--- src/rtl/psimd8_pkg.sv ---
package psimd8_pkg;

    localparam int LANE_W   = 8;
    localparam int EXT_W    = LANE_W + 2;
    localparam logic [6:0] MAJOR_OP = 7'b1111111;
    localparam logic [2:0] GROUP_F3 = 3'b000;

    typedef enum logic [3:0] {
        OP_WADD, OP_WSUB,
        OP_HADD_S, OP_HADD_U, OP_HSUB_S, OP_HSUB_U,
        OP_SADD_S, OP_SADD_U, OP_SSUB_S, OP_SSUB_U,
        OP_NONE
    } op_e;

    typedef struct packed {
        logic sub;    // subtract instead of add
        logic sgn;    // sign-extend lanes
        logic halve;  // return bits [8:1]
        logic sat;    // clamp to lane range
        logic wrap;   // use the shared masked adder
    } lane_ctl_t;

    function automatic op_e op_of_f7(input logic [6:0] f7);
        case (f7)
            7'b0100100: return OP_WADD;
            7'b0100101: return OP_WSUB;
            7'b0000100: return OP_HADD_S;
            7'b0000101: return OP_HSUB_S;
            7'b0010100: return OP_HADD_U;
            7'b0010101: return OP_HSUB_U;
            7'b0001100: return OP_SADD_S;
            7'b0001101: return OP_SSUB_S;
            7'b0011100: return OP_SADD_U;
            7'b0011101: return OP_SSUB_U;
            default:    return OP_NONE;
        endcase
    endfunction

    function automatic lane_ctl_t ctl_of(input op_e op);
        lane_ctl_t c;
        c = '0;
        case (op)
            OP_WADD:   c.wrap = 1'b1;
            OP_WSUB:   begin c.wrap = 1'b1; c.sub = 1'b1; end
            OP_HADD_S: begin c.halve = 1'b1; c.sgn = 1'b1; end
            OP_HADD_U: c.halve = 1'b1;
            OP_HSUB_S: begin c.halve = 1'b1; c.sgn = 1'b1; c.sub = 1'b1; end
            OP_HSUB_U: begin c.halve = 1'b1; c.sub = 1'b1; end
            OP_SADD_S: begin c.sat = 1'b1; c.sgn = 1'b1; end
            OP_SADD_U: c.sat = 1'b1;
            OP_SSUB_S: begin c.sat = 1'b1; c.sgn = 1'b1; c.sub = 1'b1; end
            OP_SSUB_U: begin c.sat = 1'b1; c.sub = 1'b1; end
            default:   c = '0;
        endcase
        return c;
    endfunction

endpackage

--- src/rtl/psimd8_decode.sv ---
module psimd8_decode
    import psimd8_pkg::*;
(
    input  logic [6:0] opcode,
    input  logic [2:0] funct3,
    input  logic [6:0] funct7,
    output op_e        op,
    output logic       legal
);
    always_comb begin
        op    = op_of_f7(funct7);
        legal = (opcode == MAJOR_OP) && (funct3 == GROUP_F3) && (op != OP_NONE);
    end
endmodule

--- src/rtl/psimd8_wrap.sv ---
module psimd8_wrap
    import psimd8_pkg::*;
#(
    parameter int XLEN = 64
) (
    input  logic [XLEN-1:0] a,
    input  logic [XLEN-1:0] b,
    input  logic            sub,
    output logic [XLEN-1:0] y
);
    localparam int LANES = XLEN / LANE_W;
    localparam logic [LANE_W-1:0] TOP_BIT = {1'b1, {(LANE_W-1){1'b0}}};
    localparam logic [XLEN-1:0] SIGN_MASK = {LANES{TOP_BIT}};

    logic [XLEN-1:0] low_sum, low_diff;

    always_comb begin
        // sign bits are kept out of the carry chain, then restored by XOR
        low_sum  = (a & ~SIGN_MASK) + (b & ~SIGN_MASK);
        low_diff = (a | SIGN_MASK) - (b & ~SIGN_MASK);
        if (sub)
            y = low_diff ^ (~(a ^ b) & SIGN_MASK);
        else
            y = low_sum ^ ((a ^ b) & SIGN_MASK);
    end
endmodule

--- src/rtl/psimd8_lane.sv ---
module psimd8_lane
    import psimd8_pkg::*;
(
    input  logic [LANE_W-1:0] a,
    input  logic [LANE_W-1:0] b,
    input  lane_ctl_t         ctl,
    output logic [LANE_W-1:0] y,
    output logic [LANE_W-1:0] raw,
    output logic              clamp
);
    localparam logic [LANE_W-1:0] S_MAX = {1'b0, {(LANE_W-1){1'b1}}};
    localparam logic [LANE_W-1:0] S_MIN = {1'b1, {(LANE_W-1){1'b0}}};

    logic [EXT_W-1:0] ea, eb, s;
    logic             hi, lo;

    always_comb begin
        ea = ctl.sgn ? {{2{a[LANE_W-1]}}, a} : {2'b00, a};
        eb = ctl.sgn ? {{2{b[LANE_W-1]}}, b} : {2'b00, b};
        s  = ctl.sub ? ea - eb : ea + eb;
        raw = s[LANE_W-1:0];
        if (ctl.sgn) begin
            hi = !s[EXT_W-1] && (s[EXT_W-2:LANE_W-1] != 2'b00);
            lo =  s[EXT_W-1] && (s[EXT_W-2:LANE_W-1] != 2'b11);
        end else begin
            hi = !ctl.sub && s[LANE_W];
            lo =  ctl.sub && s[EXT_W-1];
        end
        clamp = ctl.sat && (hi || lo);
        if (ctl.halve)
            y = s[LANE_W:1];
        else if (ctl.sat && hi)
            y = ctl.sgn ? S_MAX : '1;
        else if (ctl.sat && lo)
            y = ctl.sgn ? S_MIN : '0;
        else
            y = raw;
    end
endmodule

--- src/rtl/psimd8_unit.sv ---
module psimd8_unit
    import psimd8_pkg::*;
#(
    parameter int XLEN = 64
) (
    input  logic            clk,
    input  logic            rst,
    input  logic            insn_valid,
    input  logic [31:0]     insn,
    input  logic [XLEN-1:0] src_a,
    input  logic [XLEN-1:0] src_b,
    input  logic            sat_clear,
    output logic            res_valid,
    output logic            res_illegal,
    output logic [XLEN-1:0] res_data,
    output logic            sat_pulse,
    output logic            sat_sticky
);
    localparam int LANES = XLEN / LANE_W;

    op_e             op;
    logic            legal;
    lane_ctl_t       ctl;
    logic [XLEN-1:0] wrap_y, lane_y, lane_raw;
    logic [LANES-1:0] lane_clamp;
    logic [XLEN-1:0] comb_y;
    logic            any_clamp;
    logic            unused_fields;

    assign unused_fields = ^{insn[24:15], insn[11:7]};

    psimd8_decode u_dec (
        .opcode (insn[6:0]),
        .funct3 (insn[14:12]),
        .funct7 (insn[31:25]),
        .op     (op),
        .legal  (legal)
    );

    assign ctl = ctl_of(op);

    psimd8_wrap #(.XLEN(XLEN)) u_wrap (
        .a   (src_a),
        .b   (src_b),
        .sub (ctl.sub),
        .y   (wrap_y)
    );

    for (genvar g = 0; g < LANES; g++) begin : g_lane
        psimd8_lane u_lane (
            .a     (src_a[g*LANE_W +: LANE_W]),
            .b     (src_b[g*LANE_W +: LANE_W]),
            .ctl   (ctl),
            .y     (lane_y[g*LANE_W +: LANE_W]),
            .raw   (lane_raw[g*LANE_W +: LANE_W]),
            .clamp (lane_clamp[g])
        );
    end

    assign comb_y    = ctl.wrap ? wrap_y : lane_y;
    assign any_clamp = |lane_clamp;

    always_ff @(posedge clk) begin
        if (rst) begin
            res_valid   <= 1'b0;
            res_illegal <= 1'b0;
            res_data    <= '0;
            sat_pulse   <= 1'b0;
            sat_sticky  <= 1'b0;
        end else begin
            res_valid   <= insn_valid;
            res_illegal <= insn_valid && !legal;
            res_data    <= (insn_valid && legal) ? comb_y : '0;
            sat_pulse   <= insn_valid && legal && any_clamp;
            if (insn_valid && legal && any_clamp)
                sat_sticky <= 1'b1;
            else if (sat_clear)
                sat_sticky <= 1'b0;
        end
    end

    // shared masked adder must agree with the unsigned lane adders
    p_wrap_agrees_r2: assert property (@(posedge clk) disable iff (rst)
        (op == OP_WADD || op == OP_WSUB) |-> (wrap_y == lane_raw));

    p_illegal_zero_r9: assert property (@(posedge clk) disable iff (rst)
        res_illegal |-> (res_data == '0 && !sat_pulse && res_valid));

    p_idle_quiet_r10: assert property (@(posedge clk) disable iff (rst)
        !insn_valid |=> (!res_valid && !sat_pulse && res_data == '0));

    p_pulse_sets_r8: assert property (@(posedge clk) disable iff (rst)
        sat_pulse |-> sat_sticky);

    p_clear_r8: assert property (@(posedge clk) disable iff (rst)
        sat_clear |=> (sat_sticky == sat_pulse));

    p_hold_r8: assert property (@(posedge clk) disable iff (rst)
        (sat_sticky && !sat_clear) |=> sat_sticky);

    p_clamp_only_sat_r6: assert property (@(posedge clk) disable iff (rst)
        !ctl.sat |-> (lane_clamp == '0));
endmodule

--- config.mk ---
export PLATFORM = sky130hd
export DESIGN_NAME = psimd8_unit
export DESIGN_NICKNAME = d
export VERILOG_FILES = /design/src/rtl/psimd8_pkg.sv /design/src/rtl/psimd8_decode.sv /design/src/rtl/psimd8_wrap.sv /design/src/rtl/psimd8_lane.sv /design/src/rtl/psimd8_unit.sv
export SDC_FILE = /design/constraint.sdc
export NUM_CORES = 1
export LEC_CHECK = 0
export ABC_CLOCK_PERIOD_IN_PS = 8400
export CORE_MARGIN = 3
export CORE_UTILIZATION = 40
export DETAILED_ROUTE_END_ITERATION = 8
export HOLD_SLACK_MARGIN = 0.05
export PLACE_DENSITY = 0.73
export RECOVER_POWER = 50
export SLEW_MARGIN = 0
export SYNTH_ARGS = -nofsm -noshare
export SYNTH_HDL_FRONTEND = slang
export SYNTH_HIERARCHICAL = 1
export SYNTH_SLANG_ARGS = --single-unit
--- constraint.sdc ---
create_clock -name clk -period 8.4 [get_ports clk]
set_input_delay 1.26 -clock clk [delete_from_list [all_inputs] [get_ports clk]]
set_output_delay 1.26 -clock clk [all_outputs]
set_load 0.02 [all_outputs]
### Yosys cells after proc, flatten, opt, wreduce, memory -nomap -nowiden

Cells that the tools add are included.

| operators by class | value |
|---|---|
| add/sub/neg operators | 18 |
| equality and inequality tests | 29 |
| multiplexer cells | 76 |
| bitwise gates (word level) | 5 |
| reductions and logical operators | 97 |

Operators by type and width:

| kind | number |
|---|---|
| $mux W10 | 24 |
| $mux W8 | 26 |
| $xor A64 B64 Y64 | 3 |
| $mux W64 | 2 |
| $add A10 B10 Y10 | 8 |
| $sub A10 B10 Y10 | 8 |
| $add A63 B63 Y64 | 1 |
| $not A64 Y64 | 1 |
| $sub A64 B63 Y64 | 1 |
| $logic_and A1 B1 Y1 | 61 |
| $pmux W4 S10 | 1 |
| $eq A7 B5 Y1 const B | 4 |
| $mux W1 | 23 |
| $reduce_bool A2 Y1 | 9 |
| $eq A4 B3 Y1 const B | 4 |
| $ne A2 B2 Y1 const B | 8 |
| $eq A7 B3 Y1 const B | 2 |
| $eq A7 B4 Y1 const B | 2 |
| $eq A7 B6 Y1 const B | 2 |
| $reduce_or A4 Y1 | 3 |
| $logic_not A1 Y1 | 10 |
| $eq A4 B2 Y1 const B | 2 |
| $eq A4 B4 Y1 const B | 2 |
| $logic_or A1 B1 Y1 | 8 |
| other kinds (9) | 10 |

| word-level totals | value |
|---|---|
| bits in registers | 68 |
| bits of input ports | 164 |
| output and inout bits | 68 |

### Logic depth before layout (Yosys ltp)

| depth | value |
|---|---|
| depth after elaboration | 16 |
| gate-level depth with buffers | 21 |
| mapped depth without buffers | 19 |

### Modules after synthesis

Netlist, hierarchy kept.

Modules (own cells, without submodules):

| module | times used | cells each | area an instance (µm²) |
|---|---|---|---|
| psimd8_wrap | 1 | 621 | 4628.2 |
| psimd8_lane (g_lane[1].u_lane ...) | 4 | 136 | 967.2 |
| psimd8_unit | 1 | 301 | 2401.1 |
| psimd8_lane (g_lane[0].u_lane ...) | 2 | 132 | 905.9 |
| psimd8_lane (g_lane[5].u_lane) | 1 | 124 | 1001.0 |
| psimd8_lane (g_lane[3].u_lane) | 1 | 141 | 940.9 |
| psimd8_decode | 1 | 18 | 117.6 |

### Least setup slack after synthesis

No wires, ideal clock.

| path | value |
|---|---|
| path kind | input port to flip-flop |
| start point | input port insn[26] |
| end point | register sat_sticky |
| setup time | 114 ps |
| data arrival time | 7342 ps |
| data required time | 8286 ps |
| path slack | 944 ps |
| stages | 18 |
| buffers on the path | 1 |
| cell sequence | nor2_1 nand2_1 nor3_1 nor3_1 a211oi_1 clkbuf_1 mux2i_1 ha_1 nor2b_1 o31a_1 o21ai_0 nand3_1 a41o_2 nand3b_4 nand2_1 nor4_1 a21oi_1 a21o_1 |

RTL lines:

| element | line | text |
|---|---|---|
| start, declared | psimd8_unit.sv:9 | `input logic [31:0] insn,` |
| end signal, assigned | psimd8_unit.sv:69 | `sat_sticky <= 1'b0;` |
| end signal, assigned | psimd8_unit.sv:76 | `sat_sticky <= 1'b1;` |
| end signal, assigned | psimd8_unit.sv:78 | `sat_sticky <= 1'b0;` |
| end, declared | psimd8_unit.sv:17 | `output logic sat_sticky` |

==> metrics.txt <==
status finished clean; Clock Latency Late Sink 0.37 ns; CP Cell Sequence clkdlybuf4s50_1 -> nor2_1 -> nand2_1 -> nor3_1 -> nor3_1 -> a211oi_4 -> buf_12 -> a21oi_1 -> xnor2_1 -> ha_1 -> o21ai_0 -> nor2_1 -> nor3_1 -> a21oi_1 -> xnor2_1 -> o21ai_0 -> nor4_1 -> a21oi_1 -> a21o_1; mean area per synthesized cell 7.35 um^2; 1st-iter DRT viols 936; global-route wire length before repair 69.4 mm; Die ar. 39200 um^2; number of fill cells 3495; hpwl dp 32.9 mm; layout cells sized above 1 6.01%; Via-to-Cell Ratio 5.68; H-tree depth 3; clock share of power 23.4%; CTS root buf clkbuf_16; synth warn 6; Nets 2555; dpl cell area 17200 um^2; n_diodes 0; relative slew slack 25.6%; I/O pins 232; final setup TNS 0 ns; Worst setup SP type input port; slowest CP cell xnor2_1; Max Cap Viol 0; Seq pwr share 16.9%; fin crit share 76.5%; RD Place Congestion 0.911; post-CTS setup repair buffer count 0; core area 35900 um^2; Max IR drop VDD 0.107 mV; Worst-Margin Slew 1.11 ns; post-CTS sizing 0; CTS tree yes; port bufs 216; Total Wirelength 43.2 mm; area of the multi-input gates 12300 um^2; CTS clk-pin slew, worst paths 0.07 ns; final count of hold timing violations 0; switching power 0.819 mW; CTS buffer count 9; initial antenna violation count 1; via count 15000; grt ovf 0; hold path depth 1; clk_skew 0 ns; crit path kind in -> reg; RSZ-0062 raised after global routing no; cts hold-fix bufs 0; fin. max-slew vios 0; Pleak 7.60 nW; CTS max path bufs 2; DRT Pass-1 Iters 6; Syn Nets 2389; Power Density 109 nW/um^2; hold path startpoint sat_sticky; Setup crit start insn[26]; vias in the first global route 14500; Period minus WS final 6.42 ns; max incr delay on CP 0.75 ns; internal power 1.10 mW; initial core utilization 41.1%; # DRC 0; Sw Share 42.8%; std cell rows 69; HP Class reg -> reg; CP Capture Type flip-flop; drt wl/cell 16.4 um; Worst Path Arrival 6.69 ns; clk sinks 68; R2R depth 1; post-layout instance area 17500 um^2; area of the mapped netlist 14800 um^2; Die Y 198 um; Die W 198 um; largest net degree at the start of global routing 140; final setup fails 0; origin of the critical flop-to-flop path sat_sticky; WP data required 8.67 ns; Detail Route Antenna Nets 0; maximum clock rate 156 MHz; Sequential Area 1360 um^2; Layout area overhead 18.8%; combinational fraction of design power 59.7%; GRT Total Usage 21.3%; Mapped Cells 2008; CP Max Fanout 139
[power by group through the flow]
stage / registers, mW / logic (mW) / clock network [mW]
4_1_cts: 0.323 / 1.13 / 0.462
6_report: 0.323 / 1.14 / 0.449
3_5_place_dp: 0.330 / 1.12 / 0
2_1_floorplan: 0.331 / 0.841 / 0
3_3_place_gp: 0.330 / 1.10 / 0
5_1_grt: 0.323 / 1.27 / 0.468
[area by class of cell]
cell class	count	area share, %
sequential	68	7.77
timing repair buffer	233	13.1
multi-input combinational	1678	70.0
inverter	184	4.02
tap	461	3.29
clock inverter	4	0.414
clock buffer	12	1.41
[routing by layer]
metal  vias up  wire length (um)  track usage, %
met4         2              1130            7.10
met2       410             21200            38.0
li1       7477                 -               -
met5         -                11               0
met3        70              1860            2.45
met1      7047             19000            26.5
[worst max-delay path, delay by kind of cell]
| kind | cells | cell delay [ns] |
|---|---|---|
| fa+ha+maj | 1 | 0.36 |
| buf+inv | 2 | 0.92 |
| xor+xnor | 2 | 0.91 |
| simple gates | 7 | 1.69 |
| compound gates | 7 | 1.49 |
[per-stage QoR]
| stage | total power, mW | utilization [%] | hold slack (ns) | worst slack, ns | std cells |
|---|---|---|---|---|---|
| after global routing | 2.07 | 48.8 | 0.484 | 1.28 | 2640 |
| after global placement | 1.43 | 47.9 | 0.439 | 1.52 | 2624 |
| after CTS | 1.92 | 48.8 | 0.480 | 1.82 | 2640 |
| after detailed placement | 1.45 | 47.9 | 0.464 | 1.42 | 2624 |
| final | 1.92 | 48.8 | 0.477 | 1.98 | 2640 |
| after floorplan | 1.17 | - | 0.572 | 0.944 | 2008 |
[registers in the layout, summed over array words and instances (netlist names)]
name         cells
sat_sticky       1
res_valid        1
res_illegal      1
sat_pulse        1
res_data        64
[placed cells by master (no fill, tap or decap), types with 9 or more instances in the layout]
cell type        instances
o21a_1                  25
nor3_1                  59
a211oi_1                22
a31oi_1                 20
nor2b_1                 22
a21o_1                  25
fa_1                    24
a22oi_1                 11
and2_1                  10
and3_1                  16
dlygate4sd3_1           67
o211ai_1                20
mux2i_1                 55
nor4_4                   9
nor2_1                 136
clkbuf_16                9
o22ai_1                 27
nand3_1                 32
xnor2_1                117
xor2_1                  28
nand2_1                229
o21ai_0                106
ha_1                   193
clkdlybuf4s50_1        149
buf_4                   16
dfxtp_1                 68
o21bai_1                19
o21ai_1                 17
nand2b_1                29
inv_1                  181
a21oi_1                230
[worst paths after layout]
| check | to | slack, ns |
|---|---|---|
| setup / recovery | sat_sticky | 1.98 |
| hold / removal | sat_sticky | 0.48 |
| setup reg to reg | sat_sticky | 7.83 |
| hold reg to reg | sat_sticky | 0.48 |
Power figures use the tool's default switching activity.
